==> src/rtl/txt_map_pkg.sv <==
package txt_map_pkg;

    localparam int DATA_W = 8;
    localparam int ROWS   = 24;
    localparam int COLS   = 40;
    localparam int ROW_W  = 5;
    localparam int COL_W  = 6;
    localparam int CODE_W = 6;

    typedef enum logic [1:0] {
        ATTR_DIM       = 2'd0,
        ATTR_REVERSE   = 2'd1,
        ATTR_UNDERLINE = 2'd2
    } attr_e;

    typedef struct packed {
        logic [ROW_W-1:0]  row;
        logic [COL_W-1:0]  col;
        logic [CODE_W-1:0] code;
        attr_e             attr;
    } cell_ev_t;

    // Character code: data shifted by 0x20, wrapped to 6 bits
    function automatic logic [CODE_W-1:0] code_of(input logic [DATA_W-1:0] d);
        return d[CODE_W-1:0] + CODE_W'(6'h20);
    endfunction

    // Attribute from data value bands
    function automatic attr_e attr_of(input logic [DATA_W-1:0] d);
        if (d < 8'h40)      return ATTR_DIM;
        else if (d < 8'h80) return ATTR_REVERSE;
        else if (d < 8'hA0) return ATTR_UNDERLINE;
        else                return ATTR_DIM;
    endfunction

endpackage

==> src/rtl/txt_addr_decode.sv <==
module txt_addr_decode
    import txt_map_pkg::*;
#(
    parameter int ADDR_W      = 16,
    parameter int PAGE_BASE   = 'h0400,
    parameter int PAGE_BYTES  = 1024,
    parameter int CHUNK_BYTES = 128
) (
    input  logic              wr_en,
    input  logic [ADDR_W-1:0] wr_addr,
    input  logic [DATA_W-1:0] wr_data,
    output logic              hit,
    output cell_ev_t          ev
);
    localparam int OFF_W    = $clog2(PAGE_BYTES);
    localparam int LO_W     = $clog2(CHUNK_BYTES);
    localparam int HI_W     = OFF_W - LO_W;
    localparam int GROUPS   = CHUNK_BYTES / COLS;
    localparam int GRP_W    = $clog2(GROUPS + 1);
    localparam int ROW_STEP = PAGE_BYTES / CHUNK_BYTES;
    localparam logic [ADDR_W-1:0] BASE_A = ADDR_W'(PAGE_BASE);
    localparam logic [ADDR_W-1:0] LAST_A = ADDR_W'(PAGE_BASE + PAGE_BYTES - 1);

    logic [OFF_W-1:0] rel;
    logic [HI_W-1:0]  hi;
    logic [LO_W-1:0]  lo;
    logic [GRP_W-1:0] grp;
    logic             in_page;
    logic             hole;

    assign rel = OFF_W'(wr_addr - BASE_A);
    assign hi  = rel[OFF_W-1:LO_W];
    assign lo  = rel[LO_W-1:0];

    // Band select: the highest band whose start is at or below lo
    always_comb begin
        grp = '0;
        for (int g = 1; g <= GROUPS; g++) begin
            if (int'(lo) >= g * COLS) grp = GRP_W'(g);
        end
    end

    assign hole    = (int'(grp) == GROUPS);
    assign in_page = (wr_addr >= BASE_A) && (wr_addr <= LAST_A);
    assign hit     = wr_en && in_page && !hole;

    always_comb begin
        ev.row  = ROW_W'(int'(hi) + int'(grp) * ROW_STEP);
        ev.col  = COL_W'(int'(lo) - int'(grp) * COLS);
        ev.code = code_of(wr_data);
        ev.attr = attr_of(wr_data);
    end

endmodule

==> src/rtl/txt_event_fifo.sv <==
module txt_event_fifo
    import txt_map_pkg::*;
#(
    parameter int DEPTH = 2
) (
    input  logic     clk,
    input  logic     rst,
    input  logic     push,
    input  cell_ev_t push_ev,
    input  logic     pop,
    output logic     out_valid,
    output cell_ev_t out_ev,
    output logic     dropped
);
    localparam int PTR_W = (DEPTH > 1) ? $clog2(DEPTH) : 1;
    localparam int CNT_W = $clog2(DEPTH + 1);

    cell_ev_t          slots [DEPTH];
    logic [PTR_W-1:0]  wp, rp;
    logic [CNT_W-1:0]  cnt;
    logic              full, take, accept;

    function automatic logic [PTR_W-1:0] ptr_next(input logic [PTR_W-1:0] p);
        return (p == PTR_W'(DEPTH - 1)) ? '0 : p + PTR_W'(1);
    endfunction

    assign full    = (cnt == CNT_W'(DEPTH));
    assign take    = pop && (cnt != '0);
    assign accept  = push && (!full || take);
    assign dropped = push && full && !take;

    always_ff @(posedge clk) begin
        if (rst) begin
            wp  <= '0;
            rp  <= '0;
            cnt <= '0;
        end else begin
            if (accept) wp <= ptr_next(wp);
            if (take)   rp <= ptr_next(rp);
            case ({accept, take})
                2'b10:   cnt <= cnt + CNT_W'(1);
                2'b01:   cnt <= cnt - CNT_W'(1);
                default: cnt <= cnt;
            endcase
        end
    end

    always_ff @(posedge clk) begin
        if (accept) slots[wp] <= push_ev;
    end

    assign out_valid = (cnt != '0);
    assign out_ev    = slots[rp];

endmodule

==> src/rtl/txt_page_mapper.sv <==
module txt_page_mapper
    import txt_map_pkg::*;
#(
    parameter int ADDR_W      = 16,
    parameter int PAGE_BASE   = 'h0400,
    parameter int PAGE_BYTES  = 1024,
    parameter int CHUNK_BYTES = 128,
    parameter int EV_DEPTH    = 2
) (
    input  logic              clk,
    input  logic              rst,
    input  logic              wr_en,
    input  logic [ADDR_W-1:0] wr_addr,
    input  logic [DATA_W-1:0] wr_data,
    output logic              ev_valid,
    input  logic              ev_ready,
    output logic [ROW_W-1:0]  ev_row,
    output logic [COL_W-1:0]  ev_col,
    output logic [CODE_W-1:0] ev_code,
    output logic [1:0]        ev_attr,
    output logic              overflow
);
    logic     hit;
    cell_ev_t new_ev;
    cell_ev_t head_ev;
    logic     dropped;
    logic     overflow_q;

    txt_addr_decode #(
        .ADDR_W      (ADDR_W),
        .PAGE_BASE   (PAGE_BASE),
        .PAGE_BYTES  (PAGE_BYTES),
        .CHUNK_BYTES (CHUNK_BYTES)
    ) u_decode (
        .wr_en   (wr_en),
        .wr_addr (wr_addr),
        .wr_data (wr_data),
        .hit     (hit),
        .ev      (new_ev)
    );

    txt_event_fifo #(
        .DEPTH (EV_DEPTH)
    ) u_fifo (
        .clk       (clk),
        .rst       (rst),
        .push      (hit),
        .push_ev   (new_ev),
        .pop       (ev_ready),
        .out_valid (ev_valid),
        .out_ev    (head_ev),
        .dropped   (dropped)
    );

    always_ff @(posedge clk) begin
        if (rst)          overflow_q <= 1'b0;
        else if (dropped) overflow_q <= 1'b1;
    end

    assign overflow = overflow_q;
    assign ev_row   = head_ev.row;
    assign ev_col   = head_ev.col;
    assign ev_code  = head_ev.code;
    assign ev_attr  = head_ev.attr;

endmodule

==> config.mk <==
export PLATFORM = sky130hd
export DESIGN_NAME = txt_page_mapper
export DESIGN_NICKNAME = d
export VERILOG_FILES = /design/src/rtl/txt_map_pkg.sv /design/src/rtl/txt_addr_decode.sv /design/src/rtl/txt_event_fifo.sv /design/src/rtl/txt_page_mapper.sv
export SDC_FILE = /design/constraint.sdc
export NUM_CORES = 1
export LEC_CHECK = 0
export ABC_AREA = 1
export BUFFER_PORTS_ARGS = -buffer_cell sky130_fd_sc_hd__buf_4
export CAP_MARGIN = 20
export CELL_PAD_IN_SITES_DETAIL_PLACEMENT = 0
export CELL_PAD_IN_SITES_GLOBAL_PLACEMENT = 1
export CORE_MARGIN = 2
export CORE_UTILIZATION = 42
export DETAILED_ROUTE_END_ITERATION = 8
export GPL_TIMING_DRIVEN = 1
export PLACE_DENSITY_LB_ADDON = 0.1
export SLEW_MARGIN = 10
export SYNTH_ARGS = -nofsm -noshare
export SYNTH_HDL_FRONTEND = slang
export SYNTH_SLANG_ARGS = --single-unit
==> constraint.sdc <==
create_clock -name clk -period 2.48 [get_ports clk]
set_input_delay 0.124 -clock clk [delete_from_list [all_inputs] [get_ports clk]]
set_output_delay 0.124 -clock clk [all_outputs]
set_load 0.01 [all_outputs]
==> summary.md, run 1 <==
| Metric | Value |
|---|---|
| Initial Util | 0.431 |
| Diodes inserted | 0 |
| Lkg Pwr | 0.992 nW |
| DIE AREA | 4980 um^2 |
| Max VDD drop | about 0.28 mV |
| Setup Fix Bufs, Post-CTS | 0 |
| Clk_skew | 0.00339 ns |
| Max Cap Viol | 0 |
| M1 GR Usage | 0.157 |
| CTS tree | yes |
| Synthesized cell area | 1860 um^2 |
| Most common library cell in the layout ignoring fill and taps | buf_4 |
| R2R depth | 5 |
| Die height | slightly above 70 um |
| Post-Route WL | 3080 um |
| Core Region | 4320 um^2 |
| Worst-path clk slew | 0.08 ns |
| Max Freq | 0.596 GHz |
| Synthesized flop and latch total | 44 |
| Worst r2r src | u_fifo.cnt[0]$_SDFFE_PP0P_ |
| 1st-iter DRT viols | 89 |
| Adder-cell share of the synthesized area | 0.0242 |
| Bufs on Longest Clock Path | 2 |
| Worst hold slack | approximately 0.020 ns |
| Number of I/O port buffers | 48 |
| Met3 usage | 0.0442 |
| Initial antenna violation count | 0 |
| Largest net degree at the start of global routing | 20 |
| CTS root buffer | clkbuf_8 |
| Crit path setup slack, layout | 0.803 ns |
| Final HPWL DP | 2200 um |
| Hold_sp | wr_data[4] |
| Syn nets | 154 |
| Grt peak-use layer | met2 |
| Die boundary width | 70.6 um |
| Global-route wire length before repair | 5120 um |
| Global route overflow | 0 |
| Max Slew Vio Count | 0 |
| Sequential area share after synthesis | 0.677 |
| Max transition margin | 0.478 |
| Xor/xnor cell area share of the yosys netlist | 0.00940 |
| Area Growth Syn to Fin | 32.1% |
| Largest family of logic cells by synthesized area | multiplexers |
| Finished Cell Area | 2460 um^2 |
| Filler cell count | 376 |
| Post-Synthesis Cells | 123 |
| Synth Area in Simple Gates | 0.0745 |
| Crit path required time | around 2.5 ns |
| Detailed-route via count | roughly 1100 |
| First-pass iteration count of the detailed router | 4 |
| I/O pin count | 49 |
| Post-DP Area | 2280 um^2 |
| Vias in the first global route | 1135 |
| Nets | 216 |
| Syn avg cell area | around 15 um^2 |
| Post-synthesis mux area share | 0.135 |
| Crit. Startpoint | u_fifo.cnt[0]$_SDFFE_PP0P_ |
| CTS buffer count | 5 |
| Synth Area in Compound Gates | 0.0356 |
| WP data arrival | 1.67 ns |
| Post-DR vias/cell | 4.72 |
| Hold depth | 1 |
| Setup repair after global routing missed its margin | false |
| Worst-margin pin slew | 0.783 ns |
| Worst setup EP type | register |
| Most frequent cells in the layout | buf_4 (50), edfxtp_1 (38), inv_1 (14) |
| Final period utilization | 0.676 |
| Crit Path Class | reg2reg |
| Post-synthesis cell type count | 24 |
| Proportion of layout cells with a drive suffix above 1 | 0.462 |
| Total track usage | 0.135 |
| GP Congestion | 0.688 |
| Avg WL per Cell | 12.9 um |
| Max Fanout on Critical Path | 10 |
| Hold crit path type | in2reg |
| Final setup TNS | 0 ns |
| Status | finished, final reports clean |
| H-tree Lvls | 2 |
| Worst-skew pair later-pin latency | 0.29 ns |
| Yosys warnings | 0 |
| Sink Count | 44 |
| Setup Slack @ Placement | 0.692 ns |
| Met2 Use GR | 0.233 |
| # setup viols final | 0 |
| CP startpoint kind | register |
| Final Hold Fails | 0 |
| # DRC | 0 |
| Power density cells | 579 nW/um^2 |
| Row count | 24 |
| ANT nets after route | 0 |
| Post-layout min period | between 1.5 and 2 ns |
-- timing repair --
action / 4_1_cts / 5_1_grt
resized for setup: 0 / 0
hold buffers: 1 / 6
endpoints found under the hold margin: 1 / 11
-- metal layers --
metal	part of all wire	vias to the layer above
li1	-	559
met1	0.43	523
met2	0.51	36
met3	0.054	6
met4	0.015	0
met5	0	-
-- metrics by stage --
step | cells | utilization | power, mW
2_1_floorplan | 123 | - | 0.864
3_3_place_gp | 223 | 0.528 | 0.910
3_5_place_dp | 223 | 0.528 | 0.915
4_1_cts | 232 | 0.555 | 1.43
5_1_grt | 238 | 0.569 | 1.49
6_report | 238 | 0.569 | 1.43
-- cells by family after synthesis --
logic type / count (synthesis)
xor gates and xnor gates: 2
AOI/OAI and AO/OA: 11
adders and majority gates: 3
and+or+nand+nor: 26
DFF: 44
buffers and inverters: 18
muxes: 19
-- synth_stat cells, drive strengths merged --
cell    instances  area (um^2)
inv            16         60.1
edfxtp         38         1140
nand3           3         25.0
fa              1         20.0
a21oi           6         41.3
xor2            2         17.5
nand2          11         43.8
o21ai           5         25.0
buf             2         22.5
nor2            9         43.8
nand3b          1         7.51
dfxtp           6          120
ha              2         25.0
nand4           2         18.8
mux2           19          251
-- final cells by class --
| type | instances | area [um^2] | share of cell area |
|---|---|---|---|
| Tap cell | 52 | 65.1 | 0.0264 |
| Clock inverter | 2 | 35.0 | 0.0142 |
| Clock buffer | 6 | 72.6 | 0.0295 |
| Multi-Input combinational cell | 61 | 522 | 0.212 |
| Inverter | 16 | 60.1 | 0.0244 |
| Timing Repair Buffer | 57 | 445 | 0.181 |
| Sequential cell | 44 | 1260 | 0.512 |
-- critical path, stage by stage, from the launching register on --
cell     delay, ns
dfxtp_1       0.37
inv_2         0.08
nand3_2       0.09
nand3_2       0.11
nor2_2        0.42
buf_4         0.30
-- power by group --
part | leakage, nW | internal (mW) | switching, mW | total, mW
registers | 0.391 | 0.809 | 0.000841 | 0.810
logic | 0.546 | 0.0546 | 0.0413 | 0.0959
clock network | 0.0552 | 0.299 | 0.222 | 0.521
total | 0.992 | 1.16 | 0.264 | 1.43
-- final timing paths --
path	slack, ns	to
worst min register to register	0.46	register
worst min-delay path	0.02	u_fifo.slots[1][6]$_DFFE_PP_
worst max-delay path	0.80	u_fifo.slots[0][13]$_DFFE_PP_
worst max register to register	0.80	u_fifo.slots[0][13]$_DFFE_PP_
-- registers in the layout, summed over array words and instances (netlist names), named ones only --
signal and count:
u_fifo.cnt 2, u_fifo.rp 1, overflow 1, u_fifo.slots 38, u_fifo.wp 1
(Power assumes the default switching activity.)
==> run 2: changes to the inputs <==
- clock period: 2.48 -> 1.7 ns (I/O delays scaled with it)
==> run 2 against run 1 <==
Power increased by 47%. Via count increased by 1.5%. Critical path depth decreased by 2. Die area unchanged. Core utilization increased by 2.0 points. Non-clock buffer count increased by 8. Clock-buffer cell count unchanged. Sequential power increased by 46%. Worst hold slack improved by 0.060 ns.
==> summary.md, run 2 (synthesis gave the netlist of run 1 again) <==
| Metric | Value |
|---|---|
| Status | finished, final reports clean |
| Most common library cell in the layout ignoring fill and taps | buf_4 |
| CTS tree | yes |
| Avg WL per Cell | 13.0 um (+0.39%) |
| ANT nets after route | 0 (unchanged) |
| Worst setup EP type | output port |
| GP Congestion | 0.696 (+1.1%) |
| I/O pin count | 49 (unchanged) |
| Final HPWL DP | 2280 um (+3.5%) |
| Hold depth | 2 (+1) |
| Max Cap Viol | 0 (unchanged) |
| Detailed-route via count | 1141 (+1.5%) |
| Global-route wire length before repair | 5220 um (+1.9%) |
| 1st-iter DRT viols | 91 (+2.2%) |
| Most frequent cells in the layout | buf_4 (52), edfxtp_1 (38), inv_1 (14) |
| Core Region | 4320 um^2 (unchanged) |
| WP data arrival | 1.45 ns (-0.22 ns) |
| Post-Route WL | 3200 um (+3.8%) |
| Finished Layout Cells | 246 (+3.4%) |
| # setup viols final | 0 (unchanged) |
| R2R depth | 8 (+3) |
| Post-layout min period | 1.53 ns |
| Final Hold Fails | 0 (unchanged) |
| CP startpoint kind | register |
| Max Freq | 0.653 GHz |
| Nets | 224 (+3.7%) |
| Power density cells | 824 nW/um^2 (+42%) |
| CP top delay family | buffers and inverters |
| Slowest stage delay, CP | 0.39 ns (-0.03 ns) |
| Max Fanout on Critical Path | 19 (+9) |
| Setup Fix Bufs, Post-CTS | 0 (unchanged) |
| Initial antenna violation count | 0 (unchanged) |
| CTS buffer count | 5 (unchanged) |
| Worst r2r src | u_fifo.cnt[0]$_SDFFE_PP0P_ |
| Die height | 70.6 um (unchanged) |
| CTS root buffer | clkbuf_8 |
| CP dominant cell by count | buf_4 |
| Post-DR vias/cell | 4.64 (-1.8%) |
| Hold crit path type | in2reg |
| Largest Register | u_fifo.slots |
| Max VDD drop | 0.355 mV (+25%) |
| Total track usage | 0.138 (+0.00313) |
| Worst-path clk slew | 0.08 ns (about the same) |
| Crit path required time | 1.62 ns (-0.85 ns) |
| H-tree Lvls | 2 (unchanged) |
| Final period utilization | 0.901 |
| Die boundary width | 70.6 um (unchanged) |
| Row count | 24 (unchanged) |
| Post-CTS Resized | 0 (unchanged) |
| Bufs on Longest Clock Path | 2 (unchanged) |
| Proportion of layout cells with a drive suffix above 1 | 0.459 (-0.00360) |
| Clk_skew | 0.00256 ns (-0.000830 ns) |
| Worst path cell trace | buf_4 > mux2_2 > buf_4 |
| Placed cell count | 226 (+1.3%) |
| Levels on crit path | 3 (-2) |
| Diodes inserted | 0 (unchanged) |
| Hold_sp | wr_data[5] |
| Hold buffer count at CTS | 12 (+11) |
| Largest net degree at the start of global routing | 20 (unchanged) |
| Worst-skew pair later-pin latency | 0.29 ns (about the same) |
| Top Registers | u_fifo.slots: 38 flops, u_fifo.cnt: 2 flops |
| Global route overflow | 0 (unchanged) |
| First-pass iteration count of the detailed router | 4 (unchanged) |
| Setup repair after global routing missed its margin | false |
| Crit Path Class | reg2out |
| Final core utilization | 0.589 (+0.0197) |
| Lkg Pwr | 1.03 nW (+4.0%) |
| Max transition margin | 0.789 (+0.311) |
| Initial Util | 0.431 (unchanged) |
| Vias in the first global route | 1209 (+6.5%) |
| Number of I/O port buffers | 48 (unchanged) |
| Crit path buffers/inverters | 2 (unchanged) |
| Max FFs per register | 38 (unchanged) |
| DIE AREA | 4980 um^2 (unchanged) |
| Sink Count | 44 (unchanged) |
| Area Growth Syn to Fin | 36.7% |
| Worst-margin pin slew | 0.317 ns (-0.466 ns) |
| # DRC | 0 (unchanged) |
| Max Slew Vio Count | 0 (unchanged) |
| Critical-path top delay cell | mux2_2 |
| Total power | 2.10 mW (+47%) |
==> run 2: changes by cell type in the layout (fill, tap and decap cells not counted), sizes merged <==
cell	before	now
buf	50	53
dlygate4sd3	7	12
==> run 2: worst register-to-register path, stage by stage, from the launching register on <==
cell and delay (ns):
dfxtp_1 0.37, inv_2 0.09, nand3_2 0.09, nand3_2 0.12, ha_1 0.34, nor2_1 0.12
nand2_1 0.07, o21ai_0 0.15, a21oi_1 0.05
==> run 2: final timing paths <==
kind / to / slack, ns
hold reg to reg: overflow$_SDFFE_PP0P_ / 0.47
setup / recovery: ev_code[5] / 0.17
setup reg to reg: u_fifo.cnt[1]$_SDFFE_PP0P_ / 0.20
hold / removal: u_fifo.slots[0][7]$_DFFE_PP_ / 0.08
==> run 2: final cells by class <==
class	count	area (um^2)
Clock buffer	6	72.6
Tap cell	52	65.1
Fill cell	359	1780
Timing Repair Buffer	65	531
Inverter	16	60.1
Multi-Input combinational cell	61	522
Clock inverter	2	35.0
Sequential cell	44	1260
==> run 2: metrics by stage <==
stage | hold slack, ns | setup slack (ns) | area, um^2 | TNS (ns)
final | 0.0799 | 0.169 | 2550 | 0
after global placement | 0.256 | 0.0491 | 2320 | 0
after CTS | 0.0699 | 0.148 | 2550 | 0
after global routing | 0.0782 | 0.0339 | 2550 | 0
after detailed placement | 0.253 | -0.0240 | 2320 | -0.0480
after floorplan | 0.154 | 0.181 | 1870 | 0
==> run 2: routing by layer <==
layer | wire length, um | share of wire | up-vias | track usage
met2 | 1670 | 0.52 | 32 | 0.255
met3 | 171 | 0.053 | 6 | 0.0313
met5 | 0 | 0 | - | 0
li1 | - | - | 571 | -
met4 | 41 | 0.013 | 0 | 0.0692
met1 | 1320 | 0.41 | 532 | 0.147
==> run 2: power breakdown <==
group | internal, mW | switching, mW
Sequential | 1.18 | 0.00127
Clock | 0.436 | 0.329
Combinational | 0.0897 | 0.0624
Total | 1.71 | 0.393
==> run 3: changes to the inputs <==
- SLEW_MARGIN: 10 -> 15
- clock period: 1.7 -> 1.45 ns (I/O delays scaled with it)
==> run 3 against run 2 <==
Cell area rose by 5.4%. Clock skew about the same. Core utilization grew 3.2 points. Critical path type unchanged. Critical endpoint unchanged. Clock-buffer cell count fell by 1.
==> summary.md, run 3 (synthesis gave the netlist of run 1 again) <==
| Metric | Value |
|---|---|
| Post-Route WL | 3240 um (+1.4%) |
| Row count | 24 (unchanged) |
| Post-DR vias/cell | 4.65 (+0.25%) |
| Sequential Area | 1260 um^2 (+0.30%) |
| R2R depth | 7 (-1) |
| Hold crit path type | in2reg |
| Avg WL per Cell | 12.8 um (-1.8%) |
| Largest net degree at the start of global routing | 20 (unchanged) |
| Power density cells | 850 nW/um^2 (+3.1%) |
| Max Freq | about 0.71 GHz |
| Final period utilization | 0.967 |
| Crit path buffers/inverters | 2 (unchanged) |
| Vias in the first global route | 1229 (+1.7%) |
| R2R Setup Slk | 0.09 ns (-0.11 ns) |
| Final Hold Fails | 0 (unchanged) |
| Worst r2r src | u_fifo.cnt[1]$_SDFFE_PP0P_ |
| CP startpoint kind | register |
| Global-route wire length before repair | 5170 um (-0.92%) |
| Die height | 70.6 um (unchanged) |
| Global route overflow | 0 (unchanged) |
| Worst-path clk slew | 0.07 ns (about the same) |
| Max Slew Vio Count | 0 (unchanged) |
| Multi-input logic area | 564 um^2 (+8.2%) |
| Number of I/O port buffers | 48 (unchanged) |
| # DRC | 0 (unchanged) |
| Most common library cell in the layout ignoring fill and taps | buf_4 |
| Initial antenna violation count | 0 (unchanged) |
| Final core utilization | 0.620 (+0.0315) |
| Die boundary width | 70.6 um (unchanged) |
| Max FFs per register | 38 (unchanged) |
| Initial Util | 0.431 (unchanged) |
| Detailed-route via count | 1181 (+3.5%) |
| First-pass iteration count of the detailed router | 3 (-1) |
| Largest Register | u_fifo.slots |
| Top Registers | u_fifo.slots: 38 flops, u_fifo.cnt: 2 flops |
| # setup viols final | 0 (unchanged) |
| DIE AREA | 4980 um^2 (unchanged) |
| CTS tree | yes |
| Critical path endpoint | ev_code[5] |
| I/O pin count | 49 (unchanged) |
| Clk_skew | 0.00294 ns (+0.000386 ns) |
| Most frequent cells in the layout | buf_4 (56), edfxtp_1 (38), inv_1 (14) |
| Crit path required time | 1.38 ns (-0.24 ns) |
| Total power | 2.28 mW (+8.6%) |
| Reg-to-Reg End | u_fifo.cnt[1]$_SDFFE_PP0P_ |
| Worst setup EP type | output port |
| Crit Path Class | reg2out |
| Placed cell count | 231 (+2.2%) |
| Worst-skew pair later-pin latency | 0.28 ns (about the same) |
| Status | finished, final reports clean |
| Max VDD drop | 0.364 mV (+2.6%) |
| Finished Layout Cells | 254 (+3.3%) |
| Slowest stage delay, CP | 0.40 ns (about the same) |
| Total track usage | 0.133 (-0.00457) |
| CTS buffer count | 5 (unchanged) |
| Worst-margin pin slew | 0.175 ns (-0.142 ns) |
| Nets | 232 (+3.6%) |
| Diodes inserted | 0 (unchanged) |
| CTS root buffer | clkbuf_8 |
| ANT nets after route | 0 (unchanged) |
| Area Growth Syn to Fin | 44.0% |
| CP top delay family | flip-flops |
| WP data arrival | 1.33 ns (-0.12 ns) |
| Levels on crit path | 3 (unchanged) |
| Core Region | 4320 um^2 (unchanged) |
| Worst path cell trace | buf_12 > mux2_2 > buf_4 |
| Filler cell count | 369 (+2.8%) |
| GP Congestion | 0.735 (+5.6%) |
| 1st-iter DRT viols | 47 (-48%) |
| H-tree Lvls | 2 (unchanged) |
| Proportion of layout cells with a drive suffix above 1 | 0.520 (+0.0610) |
| Max transition margin | 0.882 (+0.0937) |
| Bufs on Longest Clock Path | 2 (unchanged) |
| Finished Cell Area | 2680 um^2 (+5.4%) |
| Max Cap Viol | 0 (unchanged) |
| Max Fanout on Critical Path | 10 (-9) |
| Post-layout min period | 1.40 ns |
| Sink Count | 44 (unchanged) |
| Final HPWL DP | 2250 um (-1.4%) |
| Post-DP Area | 2420 um^2 (+4.5%) |
| Lkg Pwr | 1.08 nW (+4.8%) |
| Critical-path top delay cell | dfxtp_2 |
-- run 3: cell types whose count changed in the layout (fill, tap and decap cells not counted), sizes merged --
cell | before | now
clkinv | 1 | 3
buf | 53 | 60
bufinv | 1 | 0
-- run 3: through the flow --
| stage | setup TNS, ns | hold WS, ns | worst slack, ns |
|---|---|---|---|
| 6_report | 0 | 0.0679 | 0.0478 |
| 5_1_grt | -0.000441 | 0.0682 | -0.000325 |
| 4_1_cts | 0 | 0.0639 | 0.0201 |
| 3_5_place_dp | -0.524 | 0.240 | -0.176 |
| 3_3_place_gp | -0.368 | 0.243 | -0.131 |
| 2_1_floorplan | -0.00180 | 0.142 | -0.000900 |
-- run 3: metal layers --
layer	GRT usage	vias to the layer above	part of all wire
met5	0	-	0
met4	0.0440	0	0.010
met3	0.0342	5	0.046
met2	0.260	30	0.56
met1	0.138	558	0.38
li1	-	588	-
-- run 3: repair_timing --
item / in CTS / in global routing
cloned: 0 / 1
hold buffers: 12 / 0
gates resized for setup: 1 / 3
hold endpoints to repair: 23 / 0
endpoints found under the setup margin: 1 / 5
buffers inserted: 0 / 2
pin swaps: 0 / 1
-- run 3: worst min path at each step --
stage / start / end / depth (start not counted)
final: wr_data[5] / u_fifo.slots[1][7]$_DFFE_PP_ / 2
after global routing: wr_data[5] / u_fifo.slots[1][7]$_DFFE_PP_ / 2
after CTS: wr_data[5] / u_fifo.slots[1][7]$_DFFE_PP_ / 2
after detailed placement: rst / overflow$_SDFFE_PP0P_ / 2
after global placement: rst / overflow$_SDFFE_PP0P_ / 2
after floorplan: rst / overflow$_SDFFE_PP0P_ / 1
-- run 3: worst reg2reg max path: stages (launching register included) --
cell and delay (ns):
dfxtp_2 0.34, inv_1 0.09, a21oi_4 0.21, ha_4 0.23
nor2_1 0.10, nand2_1 0.07, o21ai_0 0.15, a21oi_1 0.06
-- run 3: final cells by class --
type,instances,area share
Multi-Input combinational cell,61,0.210
Sequential cell,44,0.472
Clock inverter,3,0.00513
Clock buffer,5,0.0257
Timing Repair Buffer,73,0.241
Tap cell,52,0.0243
Inverter,16,0.0224
-- run 3: power by group --
group | total (mW) | internal, mW | switching [mW]
Combinational | 0.200 | 0.120 | 0.0803
Clock | 0.693 | 0.327 | 0.367
Sequential | 1.39 | 1.38 | 0.00217
Total | 2.28 | 1.83 | 0.449
